--- src/rtl/rx_word_fifo.sv ---
module rx_word_fifo #(
  parameter int DATA_W = 8,
  parameter int DEPTH  = 2
) (
  input  logic              clk,
  input  logic              rst_n,
  input  logic              rx_en,
  input  logic              int_en,
  input  logic              word_valid,
  input  logic [DATA_W-1:0] word_data,
  input  logic              word_bit9,
  input  logic              word_ferr,
  input  logic              data_rd,
  output logic [DATA_W-1:0] rd_data,
  output logic              rd_bit9,
  output logic              rd_ferr,
  output logic              avail,
  output logic              irq,
  output logic              overrun
);
  localparam int PTR_W = (DEPTH > 1) ? $clog2(DEPTH) : 1;
  localparam int CNT_W = $clog2(DEPTH + 1);

  logic [DATA_W-1:0] ent_data [DEPTH];
  logic              ent_bit9 [DEPTH];
  logic              ent_ferr [DEPTH];
  logic [PTR_W-1:0]  wr_ptr, rd_ptr, show_ptr;
  logic [CNT_W-1:0]  count;
  logic              empty, full, pop, push_req, push, drop;

  assign empty    = (count == '0);
  assign full     = (count == CNT_W'(DEPTH));
  assign pop      = data_rd & ~empty;
  assign push_req = word_valid & rx_en & ~overrun;
  assign push     = push_req & (~full | pop);
  assign drop     = push_req & full & ~pop;

  assign show_ptr = empty ? rd_ptr - 1'b1 : rd_ptr;
  assign rd_data  = ent_data[show_ptr];
  assign rd_bit9  = ent_bit9[show_ptr];
  assign rd_ferr  = ent_ferr[show_ptr];
  assign avail    = ~empty;
  assign irq      = avail & int_en;

  always_ff @(posedge clk or negedge rst_n) begin
    if (!rst_n) begin
      for (int i = 0; i < DEPTH; i++) begin
        ent_data[i] <= '0;
        ent_bit9[i] <= 1'b0;
        ent_ferr[i] <= 1'b0;
      end
    end else if (push) begin
      ent_data[wr_ptr] <= word_data;
      ent_bit9[wr_ptr] <= word_bit9;
      ent_ferr[wr_ptr] <= word_ferr;
    end
  end

  always_ff @(posedge clk or negedge rst_n) begin
    if (!rst_n) begin
      wr_ptr <= '0;
      rd_ptr <= '0;
      count  <= '0;
    end else begin
      if (push) wr_ptr <= wr_ptr + 1'b1;
      if (pop)  rd_ptr <= rd_ptr + 1'b1;
      case ({push, pop})
        2'b10:   count <= count + 1'b1;
        2'b01:   count <= count - 1'b1;
        default: count <= count;
      endcase
    end
  end

  always_ff @(posedge clk or negedge rst_n) begin
    if (!rst_n)     overrun <= 1'b0;
    else if (!rx_en) overrun <= 1'b0;
    else if (drop)  overrun <= 1'b1;
  end
endmodule


--- config.mk ---
export PLATFORM = sky130hd
export DESIGN_NAME = rx_word_fifo
export DESIGN_NICKNAME = d
export VERILOG_FILES = /design/src/rtl/rx_word_fifo.sv
export SDC_FILE = /design/constraint.sdc
export NUM_CORES = 1
export LEC_CHECK = 0
export BUFFER_PORTS_ARGS = -buffer_cell sky130_fd_sc_hd__buf_4
export CORE_MARGIN = 5
export CORE_UTILIZATION = 30
export CTS_BUF_LIST = sky130_fd_sc_hd__clkbuf_2
export CTS_CLUSTER_SIZE = 10
export DETAILED_ROUTE_END_ITERATION = 7
export GPL_TIMING_DRIVEN = 0
export HOLD_SLACK_MARGIN = 0.03
export PLACE_DENSITY_LB_ADDON = 0.08
export SYNTH_ARGS = -nofsm -noshare
export SYNTH_HDL_FRONTEND = slang
export SYNTH_SLANG_ARGS = --single-unit
export TNS_END_PERCENT = 1
--- constraint.sdc ---
create_clock -name clk -period 3 [get_ports clk]
set_input_delay 0.6 -clock clk [delete_from_list [all_inputs] [get_ports clk]]
set_output_delay 0.6 -clock clk [all_outputs]
set_load 0.05 [all_outputs]
* Word level (Yosys, flattened, before mapping) *
Index checks and enable logic that the tools add are counted.

cells by class
  add/subtract/negate cells = 5
  multipliers = 0
  divide/modulo/power cells = 0
  order comparisons = 3
  equality and inequality tests = 4
  shifts and indexed selects = 0
  muxes and demuxes = 20
  bitwise operators = 14
  reduce and logical (&&, ||, !) cells = 3

operator list
  kind                 number
  $mux 8               4
  $bwmux 16            1
  $mux 1               10
  $demux 8 s1          1
  $and 1x1->1          7
  $bwmux 2             2
  $eq 2x2->1 const B   2
  $ge 2x2->1 const B   2
  $not 1->1            4
  $not 1->2            2
  $pmux 2 s2           1
  $add 1x1->1 const B  2
  $add 2x1->2 const B  1
  $eq 2x1->1 const B   1
  $logic_not 2->1      1
  $lt 2x1->1 const B   1
  $ne 2x1->1 const B   1
  $reduce_bool 2->1    1
  $sub 2x1->2 const B  1
  $demux 1 s1          1
  $logic_and 1x1->1    1
  $or 1x1->1           1
  $sub 1x1->1 const B  1

word-level totals
  flip-flop bits (word level) = 25
  latch bits = 0
  RAM bits = 0
  ROM bits = 0
  input port bits = 16
  output and inout port bits = 13
  memories = 0

* Longest topological paths before layout *
  word-level depth = 7
  depth in mapped cells = 6
  depth with buffers taken out = 6

* Worst setup path before layout *
Ideal clock, no wire load.

  path type = register to output
  start = register count[0]
  end = output port rd_bit9
  arrival = 1.440 ns
  slack = 0.960 ns
  stages on the path, launching flop included = 4
  path buffers = 0
  cell sequence = dfrtp_1 -> nor2_1 -> xnor2_2 -> mux2_2

between the ends
  longest elaborated chain between the ends = 6

RTL lines
  item                                        RTL line  source
  start, declared                             28        logic [CNT_W-1:0] count;
  start signal, assigned                      68        2'b10: count <= count + 1'b1;
  start signal, assigned                      69        2'b01: count <= count - 1'b1;
  start signal, assigned                      70        default: count <= count;
  $logic_not 2->1                             31        assign empty = (count == '0);
  $mux 1                                      38        assign show_ptr = empty ? rd_ptr - 1'b1 : rd_ptr;
  $not 1->2 (implied by the code)             40        assign rd_bit9 = ent_bit9[show_ptr];
  $mux 1 (implied by the code) (3 in series)  40
  end, declared                               15        output logic rd_bit9,

No other way between the ends. The select of a mux whose other input is x is not followed.

* Final worst setup path *
  start = register count[0]
  end = output port rd_data[0]

between the ends
  longest elaborated chain between the ends = 6

RTL lines
  item                                        RTL line  source
  $logic_not 2->1                             31
  $mux 1                                      38
  $not 1->2 (implied by the code)             39        assign rd_data = ent_data[show_ptr];
  $mux 8 (implied by the code) (3 in series)  39
  end, declared                               14        output logic [DATA_W-1:0] rd_data,

No other way between the ends. The select of a mux whose other input is x is not followed.

==> out/qor.txt <==
===========================================================================
Number of gates resized after CTS                                         0
Worst Skew                                                        0.0358 ns
Avg Cell Area, Syn                                                 15.3 um2
Initial core utilization                                              0.313
Number of iterations in the first detailed-routing pass                   3
Cell at the root of the clock tree                             sky130_fd_sc_hd__clkbuf_2
CTS clock-pin slew for the worst setup and hold paths               0.26 ns
Iteration-0 DRC count of the detailed router                             40
Net count after synthesis                                                93
Maximum fanout along the worst path                                      10
Accumulated negative setup slack                                       0 ns
Combined area of all synthesized cells                             1160 um2
Ports                                                                    29
Global-route usage over all layers                                   0.0927
Clock insertion delay at the later pin of the skew report           0.36 ns
Wire length reported by the detailed router                         2190 um
Critical path arrival                                               2.11 ns
Drt wl/cell                                                         14.1 um
Number of setup violations in the final report                            0
Initial antenna violation count                                           0
Largest net degree at the start of global routing                        26
Fin. max-slew vios                                                        0
Minimum clock period                                                2.71 ns
Part of the cycle the worst path needs                                0.904
GRT Residual Overflow                                                     0
Number of clock buffers inserted by TritonCTS                             3
Sequential fraction of the synthesis area                             0.537
Synth Instances                                                          76
Max_cap viols                                                             0
Final cell count without fillers                                        156
Antenna-violating nets left                                               0
Post-CTS setup buffer count                                               0
Core area                                                          3720 um2
Fraction of final layout cells sized beyond drive strength 1          0.620
RSZ-0062 raised after global routing                                     no
Number of nets in the layout                                            126
Achievable frequency                                              0.369 GHz
Number of filler cells placed in the layout                             374
Via count of the first global-routing pass                              759
Yosys warning total                                                       0
RD Place Congestion                                                   0.727
Type of the worst min-delay path                                in -> async
Synth Register Bits                                                      25
Crit path max-delay cell type                                  sky130_fd_sc_hd__xnor2_2
Floorplan die height                                                72.3 um
Count of final hold-check violations                                      0
Largest buffer count on any clock path                                    2
Global-route wire length before repair                              3650 um
CTS tree                                                              built
Number of placed instances with taps included                           152
Diodes inserted                                                           0
Cells traversed along the worst timing path                    nor2_1 -> xnor2_2 -> mux2_2 -> buf_4
Actual slew at the worst max-slew pin                              0.682 ns
Kind of start point of the critical path                               flop
Synthesis-to-layout area growth                                       24.9%
Startpoint-to-endpoint class of the critical path                reg -> out
Routed vias/inst                                                       4.41
Number of vias in the routed layout                                     688
Die Span X                                                          72.3 um
Number of I/O port buffers                                               28
Unique masters post-synth                                                18
Outcome                                                        finished, final reports clean
Die ar.                                                            5230 um2
Delay of the slowest cell on the worst path                         0.56 ns
Kind of end point of the critical path                         primary output
Hold WS                                                           0.0771 ns
Worst-case headroom to the max-slew limit                             0.543
H-tree levels                                                             1
Required time of the critical path                                  2.40 ns
DP HPWL                                                             1560 um
Clock Sink Count                                                         25
CTS Hold Buffers Added                                                    0
Number of remaining DRC errors                                            0
Count of standard-cell rows                                              22
===========================================================================
## cells by family (layout without fill, tap and decap cells)
family                     after synthesis  count (layout)  share of synthesized area
AOI/OAI and AO/OA                        1               1                    0.00429
buffers and inverters                    3              35                     0.0172
xor gates and xnor gates                 6               6                     0.0516
and+or+nand+nor                         10              10                     0.0569
DFF                                     25              25                      0.537
muxes                                   30              30                      0.322
adders and majority gates                1               1                     0.0107
## synthesized netlist by cell type
cell	instances	area [um2]
sky130_fd_sc_hd__xor2_1	2	17.5
sky130_fd_sc_hd__inv_1	1	3.75
sky130_fd_sc_hd__xnor2_2	1	16.3
sky130_fd_sc_hd__mux2_2	20	225
sky130_fd_sc_hd__ha_1	1	12.5
sky130_fd_sc_hd__nor3b_2	1	12.5
sky130_fd_sc_hd__dfrtp_1	25	626
sky130_fd_sc_hd__mux2_4	10	150
sky130_fd_sc_hd__nor4b_1	1	8.76
sky130_fd_sc_hd__nor2b_1	3	18.8
sky130_fd_sc_hd__buf_6	1	11.3
sky130_fd_sc_hd__nor2_1	2	7.51
sky130_fd_sc_hd__a21oi_1	1	5.00
sky130_fd_sc_hd__nand2_1	1	3.75
sky130_fd_sc_hd__buf_2	1	5.00
sky130_fd_sc_hd__xnor2_1	3	26.3
sky130_fd_sc_hd__or3_2	1	7.51
sky130_fd_sc_hd__or4_1	1	7.51
## placed cells by master (no fill, tap or decap), drive strengths merged, types with 2 or more instances in the layout
cell,synthesis,final
buf,2,30
mux2,30,30
dfrtp,25,25
xnor2,4,4
nor2b,3,3
clkbuf,0,3
nor2,2,2
xor2,2,2
## per-stage QoR
stage	utilization	instance area, um2	setup slack [ns]
after floorplan	-	1160	0.960
after global placement	0.386	1440	0.647
after detailed placement	0.386	1440	0.657
after CTS	0.392	1460	0.212
after global routing	0.392	1460	0.145
final	0.392	1460	0.287
## path summary, 6_finish.rpt
kind / start / endpoint / slack, ns / cells after the start
min reg2reg: wr_ptr$_DFFE_PN0P_ / wr_ptr$_DFFE_PN0P_ / 0.50 / 1
min: rst_n / ent_data[11]$_DFFE_PN0P_ / 0.08 / 1
min in group clk: word_data[3] / ent_data[11]$_DFFE_PN0P_ / 0.45 / 2
max reg2reg: count[1]$_DFFE_PN0P_ / count[1]$_DFFE_PN0P_ / 1.22 / 5
max in group asynchronous: rst_n / ent_data[12]$_DFFE_PN0P_ / 2.64 / 1
max: count[0]$_DFFE_PN0P_ / rd_data[0] / 0.29 / 4
## critical path: cells and delay by family (launching register included)
family	cells	cell delay (ns)
mux	1	0.41
buf+inv	1	0.19
xor+xnor	1	0.56
simple gates	1	0.14
flops	1	0.48
## state kept, by name (all words and copies together) (netlist names)
name,flops
wr_ptr,1
ent_bit9,2
ent_ferr,2
count,2
ent_data,16
rd_ptr,1
overrun,1
## per-layer routing
| metal | track usage | part of all wire | vias up |
|---|---|---|---|
| met4 | 0.0251 | 0.0073 | 0 |
| met1 | 0.114 | 0.46 | 341 |
| met5 | 0 | 0 | - |
| li1 | - | - | 328 |
| met2 | 0.156 | 0.48 | 17 |
| met3 | 0.0305 | 0.051 | 2 |
## area by class of cell
cell class                      count  area, um2  share of cell area
Sequential cell                    25        626               0.430
Timing Repair Buffer               28        210               0.144
Buffer                              2       16.3              0.0112
Multi-Input combinational cell     48        519               0.357
Tap cell                           48       60.1              0.0413
Clock inverter                      1       5.00             0.00344
Clock buffer                        3       15.0              0.0103
Inverter                            1       3.75             0.00258
Power is not shown: default switching activity piles up to over one toggle a cycle in this logic, so the estimate is an artifact.
